`src/rtl/pgpio_pkg.sv`:
```
package pgpio_pkg;

    // Bank selection carried in the top two bits of the page register
    typedef enum logic [1:0] {
        PG_NONE = 2'd0,
        PG_POL  = 2'd1,
        PG_EN   = 2'd2,
        PG_PEND = 2'd3
    } page_e;

endpackage

```
`src/rtl/pgpio_sync.sv`:
```
module pgpio_sync #(
    parameter int W      = 48,
    parameter int EDGE_W = 24
) (
    input  logic              clk,
    input  logic              rst_n,
    input  logic [W-1:0]      pad_in,
    output logic [W-1:0]      level,
    output logic [EDGE_W-1:0] rise,
    output logic [EDGE_W-1:0] fall
);

    typedef struct packed {
        logic [W-1:0]      s1;
        logic [W-1:0]      s2;
        logic [EDGE_W-1:0] prev;
    } sync_t;

    sync_t st_d, st_q;

    always_comb begin
        st_d      = st_q;
        st_d.s1   = pad_in;
        st_d.s2   = st_q.s1;
        st_d.prev = st_q.s2[EDGE_W-1:0];
    end

    always_ff @(posedge clk or negedge rst_n) begin
        if (!rst_n) st_q <= '0;
        else        st_q <= st_d;
    end

    assign level = st_q.s2;
    assign rise  = st_q.s2[EDGE_W-1:0] & ~st_q.prev;
    assign fall  = ~st_q.s2[EDGE_W-1:0] & st_q.prev;

endmodule

```
`src/rtl/pgpio_irq_port.sv`:
```
module pgpio_irq_port #(
    parameter int W = 8
) (
    input  logic         clk,
    input  logic         rst_n,
    input  logic [W-1:0] rise,
    input  logic [W-1:0] fall,
    input  logic [W-1:0] wdata,
    input  logic         pol_we,
    input  logic         en_we,
    input  logic         ack_we,
    output logic [W-1:0] pol_q,
    output logic [W-1:0] en_q,
    output logic [W-1:0] pend_q
);

    typedef struct packed {
        logic [W-1:0] pol;
        logic [W-1:0] en;
        logic [W-1:0] pend;
    } bank_t;

    bank_t b_d, b_q;
    logic [W-1:0] cap_d;
    logic [W-1:0] clr_d;

    always_comb begin
        b_d   = b_q;
        cap_d = b_q.en & ((b_q.pol & rise) | (~b_q.pol & fall));
        clr_d = ack_we ? wdata : '0;
        if (pol_we) b_d.pol = wdata;
        if (en_we)  b_d.en  = wdata;
        // a capture in the same cycle wins over the clear
        b_d.pend = (b_q.pend & ~clr_d) | cap_d;
    end

    always_ff @(posedge clk or negedge rst_n) begin
        if (!rst_n) b_q <= '0;
        else        b_q <= b_d;
    end

    assign pol_q  = b_q.pol;
    assign en_q   = b_q.en;
    assign pend_q = b_q.pend;

endmodule

```
`src/rtl/pgpio_ctrl.sv`:
```
module pgpio_ctrl #(
    parameter int NUM_PORTS = 6,
    parameter int IRQ_PORTS = 3,
    parameter int PORT_W    = 8,
    parameter int AW        = 8
) (
    input  logic                        clk,
    input  logic                        rst_n,
    input  logic [AW-1:0]               bus_addr,
    input  logic [PORT_W-1:0]           bus_wdata,
    input  logic                        bus_wr,
    input  logic                        bus_rd,
    output logic [PORT_W-1:0]           bus_rdata,
    input  logic [NUM_PORTS*PORT_W-1:0] pad_in,
    output logic [NUM_PORTS*PORT_W-1:0] pad_oe,
    output logic                        irq_out
);
    import pgpio_pkg::*;

    localparam int NUM_LINES = NUM_PORTS * PORT_W;
    localparam int IRQ_LINES = IRQ_PORTS * PORT_W;
    localparam int PAGE_OFS  = NUM_PORTS + 1;
    localparam int BANK_OFS  = NUM_PORTS + 2;

    typedef struct packed {
        logic [NUM_LINES-1:0] oe;
        logic [PORT_W-1:0]    page;
        logic [PORT_W-1:0]    rdata;
    } regs_t;

    regs_t r_d, r_q;

    logic [NUM_LINES-1:0] level;
    logic [IRQ_LINES-1:0] rise, fall;
    logic [IRQ_LINES-1:0] pol_all, en_all, pend_all;
    logic [PORT_W-1:0]    page_q;
    logic [PORT_W-1:0]    rd_mux;
    page_e                page_sel;

    assign page_q   = r_q.page;
    assign page_sel = page_e'(page_q[PORT_W-1 -: 2]);

    pgpio_sync #(.W(NUM_LINES), .EDGE_W(IRQ_LINES)) u_sync (
        .clk    (clk),
        .rst_n  (rst_n),
        .pad_in (pad_in),
        .level  (level),
        .rise   (rise),
        .fall   (fall)
    );

    for (genvar p = 0; p < IRQ_PORTS; p++) begin : g_irq
        logic hit;
        assign hit = bus_wr && (bus_addr == AW'(BANK_OFS + p));

        pgpio_irq_port #(.W(PORT_W)) u_port (
            .clk    (clk),
            .rst_n  (rst_n),
            .rise   (rise[p*PORT_W +: PORT_W]),
            .fall   (fall[p*PORT_W +: PORT_W]),
            .wdata  (bus_wdata),
            .pol_we (hit && (page_sel == PG_POL)),
            .en_we  (hit && (page_sel == PG_EN)),
            .ack_we (hit && (page_sel == PG_PEND)),
            .pol_q  (pol_all[p*PORT_W +: PORT_W]),
            .en_q   (en_all[p*PORT_W +: PORT_W]),
            .pend_q (pend_all[p*PORT_W +: PORT_W])
        );
    end

    always_comb begin
        rd_mux = '0;
        for (int p = 0; p < NUM_PORTS; p++) begin
            if (bus_addr == AW'(p)) rd_mux = level[p*PORT_W +: PORT_W];
        end
        if (bus_addr == AW'(PAGE_OFS)) rd_mux = page_q;
        for (int p = 0; p < IRQ_PORTS; p++) begin
            if (bus_addr == AW'(BANK_OFS + p)) begin
                case (page_sel)
                    PG_POL:  rd_mux = pol_all[p*PORT_W +: PORT_W];
                    PG_EN:   rd_mux = en_all[p*PORT_W +: PORT_W];
                    PG_PEND: rd_mux = pend_all[p*PORT_W +: PORT_W];
                    default: rd_mux = '0;
                endcase
            end
        end
    end

    always_comb begin
        r_d = r_q;
        for (int p = 0; p < NUM_PORTS; p++) begin
            if (bus_wr && (bus_addr == AW'(p))) r_d.oe[p*PORT_W +: PORT_W] = bus_wdata;
        end
        if (bus_wr && (bus_addr == AW'(PAGE_OFS))) r_d.page = bus_wdata;
        if (bus_rd) r_d.rdata = rd_mux;
    end

    always_ff @(posedge clk or negedge rst_n) begin
        if (!rst_n) r_q <= '0;
        else        r_q <= r_d;
    end

    assign pad_oe    = r_q.oe;
    assign bus_rdata = r_q.rdata;
    assign irq_out   = |pend_all;

endmodule

```
`config.mk`:
```
export PLATFORM = sky130hd
export DESIGN_NAME = pgpio_ctrl
export DESIGN_NICKNAME = d
export VERILOG_FILES = /design/src/rtl/pgpio_pkg.sv /design/src/rtl/pgpio_sync.sv /design/src/rtl/pgpio_irq_port.sv /design/src/rtl/pgpio_ctrl.sv
export SDC_FILE = /design/constraint.sdc
export NUM_CORES = 1
export LEC_CHECK = 0
export CORE_MARGIN = 5
export CORE_UTILIZATION = 40
export CTS_CLUSTER_SIZE = 8
export DETAILED_ROUTE_END_ITERATION = 6
export GPL_TIMING_DRIVEN = 0
export PLACE_DENSITY = 0.72
export SYNTH_ARGS = -nofsm -noshare
export SYNTH_HDL_FRONTEND = slang
export SYNTH_SLANG_ARGS = --single-unit
```
`constraint.sdc`:
```
create_clock -name clk -period 5.5 [get_ports clk]
set_clock_uncertainty 0.15 [all_clocks]
set_input_delay 1.1 -clock clk [delete_from_list [all_inputs] [get_ports clk]]
set_output_delay 1.1 -clock clk [all_outputs]
set_load 0.005 [all_outputs]
```
Yosys cells after proc, flatten, opt, wreduce, memory -nomap -nowiden
Cells that the tools add are included.
{"block": "classes", "reduce_logical": 21, "n_bitwise": 28, "n_eq_ne": 12, "muxes": 16}
{"operator": "$mux W8", "count": 13}
{"operator": "$and A8 B8 Y8", "count": 12}
{"operator": "$pmux W8 S3", "count": 3}
{"operator": "$and A24 B24 Y24", "count": 2}
{"operator": "$not A24 Y24", "count": 2}
{"operator": "$not A8 Y8", "count": 6}
{"operator": "$or A8 B8 Y8", "count": 6}
{"operator": "$eq A8 B3 Y1 const B", "count": 3}
{"operator": "$eq A8 B4 Y1 const B", "count": 3}
{"operator": "$reduce_or A24 Y1", "count": 1}
{"operator": "$logic_and A1 B1 Y1", "count": 19}
{"operator": "$eq A8 B2 Y1 const B", "count": 2}
{"operator": "$eq A8 B1 Y1 const B", "count": 1}
{"operator": "$logic_not A8 Y1", "count": 1}
{"operator": "$eq A2 B2 Y1 const B", "count": 2}
{"operator": "$eq A2 B1 Y1 const B", "count": 1}
{"block": "word_totals", "wordCells": 97, "input_bits": 68, "out_inout_bits": 57, "reg_bits": 256}

Logic depth before layout (Yosys ltp)
{"block": "logic_depth", "depth_word": 11, "depth_mapped": 7, "depth_no_buf": 5}

Hierarchy
Synthesis repeated with hierarchy kept, for this count alone.
{"block": "unflattened", "cells_unflattened": 734, "area_unflattened_um2": 10621.4}
{"module": "pgpio_ctrl", "cells_per_inst": 317, "seq_area_each_um2": 1601.5, "n_inst": 1, "area_per_inst_um2": 3793.6}
{"module": "pgpio_sync", "cells_per_inst": 216, "seq_area_each_um2": 3002.9, "n_inst": 1, "area_per_inst_um2": 3783.6}
{"module": "pgpio_irq_port", "cells_per_inst": 67, "seq_area_each_um2": 600.6, "n_inst": 3, "area_per_inst_um2": 1014.7}

Least setup slack after synthesis
No wires, ideal clock.
{"block": "synth_path", "kind": "input port to flip-flop", "startpoint": "input bus_addr[7]", "endpoint": "register g_irq[0].u_port.b_q (netlist bit g_irq[0].u_port.pol_q[0])", "arrival_time_ns": 2.510, "cell_stages": 5, "slack_ns": 2.712, "setup_ns": 0.128, "path_cell_list": "nor4_4 > nand2_2 > or3_1 > buf_2 > mux2_1"}
{"block": "synth_between", "elab_chain_len": 3}
{"item": "start, declared", "line": "pgpio_ctrl.sv:9", "rtl": "input logic [AW-1:0] bus_addr,"}
{"item": "$eq A8 B4 Y1", "line": "pgpio_ctrl.sv:54", "rtl": "assign hit = bus_wr && (bus_addr == AW'(BANK_OFS + p));"}
{"item": "$logic_and A1 B1 Y1", "line": "pgpio_ctrl.sv:54"}
{"item": "$logic_and A1 B1 Y1", "line": "pgpio_ctrl.sv:62", "rtl": ".pol_we (hit && (page_sel == PG_POL)),"}
{"item": "end signal, assigned", "line": "pgpio_irq_port.sv:38", "rtl": "if (!rst_n) b_q <= '0;"}
{"item": "end signal, assigned", "line": "pgpio_irq_port.sv:39", "rtl": "else b_q <= b_d;"}
{"item": "end, declared", "line": "pgpio_irq_port.sv:23", "rtl": "bank_t b_d, b_q;"}
No other way between the ends.
A chain may end at the register's enable or synchronous reset.

Final worst setup path
{"block": "layout_path", "startpoint": "input bus_addr[7]", "endpoint": "register g_irq[2].u_port.b_q (netlist bit g_irq[2].u_port.pol_q[0])"}
{"block": "layout_between", "elab_chain_len": 3}
{"item": "$eq A8 B4 Y1", "line": "pgpio_ctrl.sv:54"}
{"item": "$logic_and A1 B1 Y1", "line": "pgpio_ctrl.sv:54"}
{"item": "$logic_and A1 B1 Y1", "line": "pgpio_ctrl.sv:62"}
{"item": "end signal, assigned", "line": "pgpio_irq_port.sv:38"}
{"item": "end signal, assigned", "line": "pgpio_irq_port.sv:39"}
{"item": "end, declared", "line": "pgpio_irq_port.sv:23"}
No other way between the ends.

==> impl_metrics.ini <==
[outcome]
status = completed

[timing]
final_hold_viol_count = 0
finalSetupViolations = 0
worst_slew_pin_slew_ns = 1.00
slew-limit-headroom_pct = 33.0
fin_crit_sh_pct = 62.2
timing.final.crit_period_ns = 3.42
setup_ws_ns = 2.08
rsz0062_at_grt = false
fmax_ghz = 0.292
report.final.slew_viol_count = 0

[clock_tree]
root_buffer = clkbuf_16
ctsResizeCount = 0
clock_path_buffers = 3
cts_sinks = 256
hold_buffers = 0
cts_tree = done
clk_pin_slew_ns = 0.05
htreeDepth = 2
cts_setup_buffers = 0
clk_latency_ns = 0.50
cts_buffers = 37

[global_route]
antenna_found_initial = 0
grt-ovfl-total = 0
first_global_vias = 6481
track_usage_pct = 17.5
grt_max_degree = 97
grt_first_pass_wirelength_um = 38200

[place]
port_buffers = 122
place.gp.congestion = 0.851
dp.cells = 1158
hpwl_um = 16700
place_ws_ns = 1.55

[cells_and_area]
area_delta_synth_final_pct = 27.2
final_nets = 941
drive_above_1_share_pct = 21.3
nFillCells = 2034
seq_area_sq_um = 6410
final_cells = 1198
multi_input_area_sq_um = 3240

[floorplan]
floorplan.initialDensity_pct = 40.4
ios = 125
die_y_um = 166
dieArea_sq_um = 27600
die_w_um = 166
fp.coreArea_sq_um = 24200
rows = 57

[worst_setup_path]
cp_top_family = simple AND/OR/NAND/NOR gates
crit_path_start_kind = input port
cp-end-kind = register
critPathSlowestCell = nor3_2
cpPeakStageDelay_ns = 0.83
critPathBufInv = 1
cp.required_ns = 5.72
crit_fanout = 10
path_class = in -> reg
cp_cell_sequence = clkdlybuf4s50_1 > nor4_4 > nand2_2 > nor3_2 > mux2_2
cp.arrival_ns = 3.64

[drt]
drt-pass1-iter-count = 5
via_count = 6330
drt-initial-drc-count = 497
wire_per_inst_um = 20.3
routed_wl_um = 24400
ant_nets = 0
vias_per_cell = 5.28
route.detailed.drc = 0

[logic_synthesis]
syn-instance-count = 710
syn_nets = 778
synth.avg_cell_area_sq_um = 13.8
ys_seq_area_share_pct = 65.6
synth_edf_count = 0
netlist_area_sq_um = 9770
synthArstFlopShare_pct = 100
synth-seq-cells = 256
ys.warnings.count = 0
ys_types = 43
ys.flop_type = dfrtp_1

[flow_run]
drv_cap = 0

[worst_hold_path]
worstHoldPathType = reg -> reg

[pwr]
power_leakage_nw = 5.47
p_total_mw = 4.20
peakVddDrop_uv = 309
powerDensity_nw_per_um2 = 338
## where the power goes
part           total, mW  switching (mW)  internal, mW
logic              0.265           0.132         0.133
clock network       1.94           0.732          1.21
registers           2.00          0.0401          1.96
total               4.20           0.904          3.30
## logic make-up after synthesis
kind of cell / Yosys count / share of synthesized area (%)
compound gates: 121 / 8.70
simple gates: 167 / 7.88
mux: 136 / 16.6
buf+inv: 30 / 1.24
flops: 256 / 65.6
## routing by layer
metal / up-vias / share of wire (%) / GRT usage, %
met5: - / 0 / 0
met4: 0 / 2.2 / 5.44
met3: 39 / 6.4 / 4.07
met2: 229 / 47 / 27.7
met1: 3186 / 44 / 24.3
li1: 2876 / - / -
## cells in the final DEF (no fill, tap or decap), drive strengths merged, types with 3 or more instances in the layout
cell type and count:
o22ai 8, or2 3, dfrtp 256, o2bb2ai 4, nand2 84, a21oi 9, a2bb2oi 4, mux4 8
nand4 6, nor4 7, a22oi 23, nor2b 8, nand3 5, o221ai 5, o21ai 32, nor3 4
o21a 5, buf 11, clkdlybuf4s50 121, nor2 42, mux2 128, a22o 26, clkbuf 58
## flip-flops by register name (all words and copies together), names as in the netlist
signal	flops
g_irq.u_port.en_q	24
u_sync.st_d	48
g_irq.u_port.pol_q	24
page_q	8
u_sync.st_q	24
g_irq.u_port.pend_q	24
pad_oe	48
u_sync.level	48
bus_rdata	8
## synthesized netlist by cell type (2+ instances only)
| cell type | instances | area share [%] |
|---|---|---|
| a21oi_1 | 9 | 0.46 |
| a22o_1 | 26 | 2.3 |
| a22oi_1 | 23 | 1.8 |
| a2bb2oi_1 | 4 | 0.36 |
| buf_1 | 3 | 0.12 |
| buf_2 | 4 | 0.20 |
| clkbuf_1 | 20 | 0.77 |
| dfrtp_1 | 256 | 66 |
| inv_1 | 2 | 0.077 |
| mux2_1 | 8 | 0.92 |
| mux2_2 | 120 | 14 |
| mux4_2 | 8 | 1.8 |
| nand2_1 | 83 | 3.2 |
| nand2b_1 | 2 | 0.13 |
| nand3_1 | 4 | 0.20 |
| nand4_1 | 6 | 0.38 |
| nor2_1 | 39 | 1.5 |
| nor2_2 | 3 | 0.19 |
| nor2b_1 | 8 | 0.51 |
| nor3_2 | 3 | 0.31 |
| nor4_1 | 6 | 0.38 |
| o21a_1 | 5 | 0.38 |
| o21ai_0 | 32 | 1.6 |
| o221ai_1 | 5 | 0.45 |
| o22a_1 | 2 | 0.18 |
| o22ai_1 | 8 | 0.51 |
| o2bb2ai_1 | 4 | 0.36 |
| or2_2 | 2 | 0.13 |
## final timing paths
kind	from	to	slack, ns	cells past startpoint
worst max-delay path	bus_addr[7]	g_irq[2].u_port.pol_q[0]	2.08	5
worst max register to register	page_q[6]	g_irq[2].u_port.pend_q[5]	2.61	6
min in group asynchronous	rst_n	pad_oe[37]	0.42	1
worst min register to register	u_sync.st_d[63]	u_sync.level[39]	0.19	0
max in group asynchronous	rst_n	u_sync.st_d[36]	3.48	3
worst min-delay path	u_sync.st_d[63]	u_sync.level[39]	0.19	0
## through the flow
| step | setup TNS (ns) | util [%] | hold WS, ns | area, sq um |
|---|---|---|---|---|
| after detailed placement | 0 | 47.4 | 0.185 | 11500 |
| final | 0 | 51.4 | 0.192 | 12400 |
| after floorplan | 0 | - | 0.181 | 9770 |
| after global placement | -1911.18 | 47.1 | 0.184 | 11400 |
| after CTS | 0 | 51.4 | 0.191 | 12400 |
| after global routing | 0 | 51.4 | 0.193 | 12400 |
## layout make-up
| type | instances | area share, % |
|---|---|---|
| clock inverter | 1 | 0.131 |
| tap | 324 | 3.26 |
| multi-input combinational | 424 | 26.1 |
| sequential | 256 | 51.6 |
| timing repair buffer | 124 | 10.3 |
| antenna | 1 | 0.0201 |
| inverter | 2 | 0.0604 |
| buffer | 28 | 0.916 |
| clock buffer | 38 | 7.65 |
Note: power is estimated with default switching activity, not from simulation.
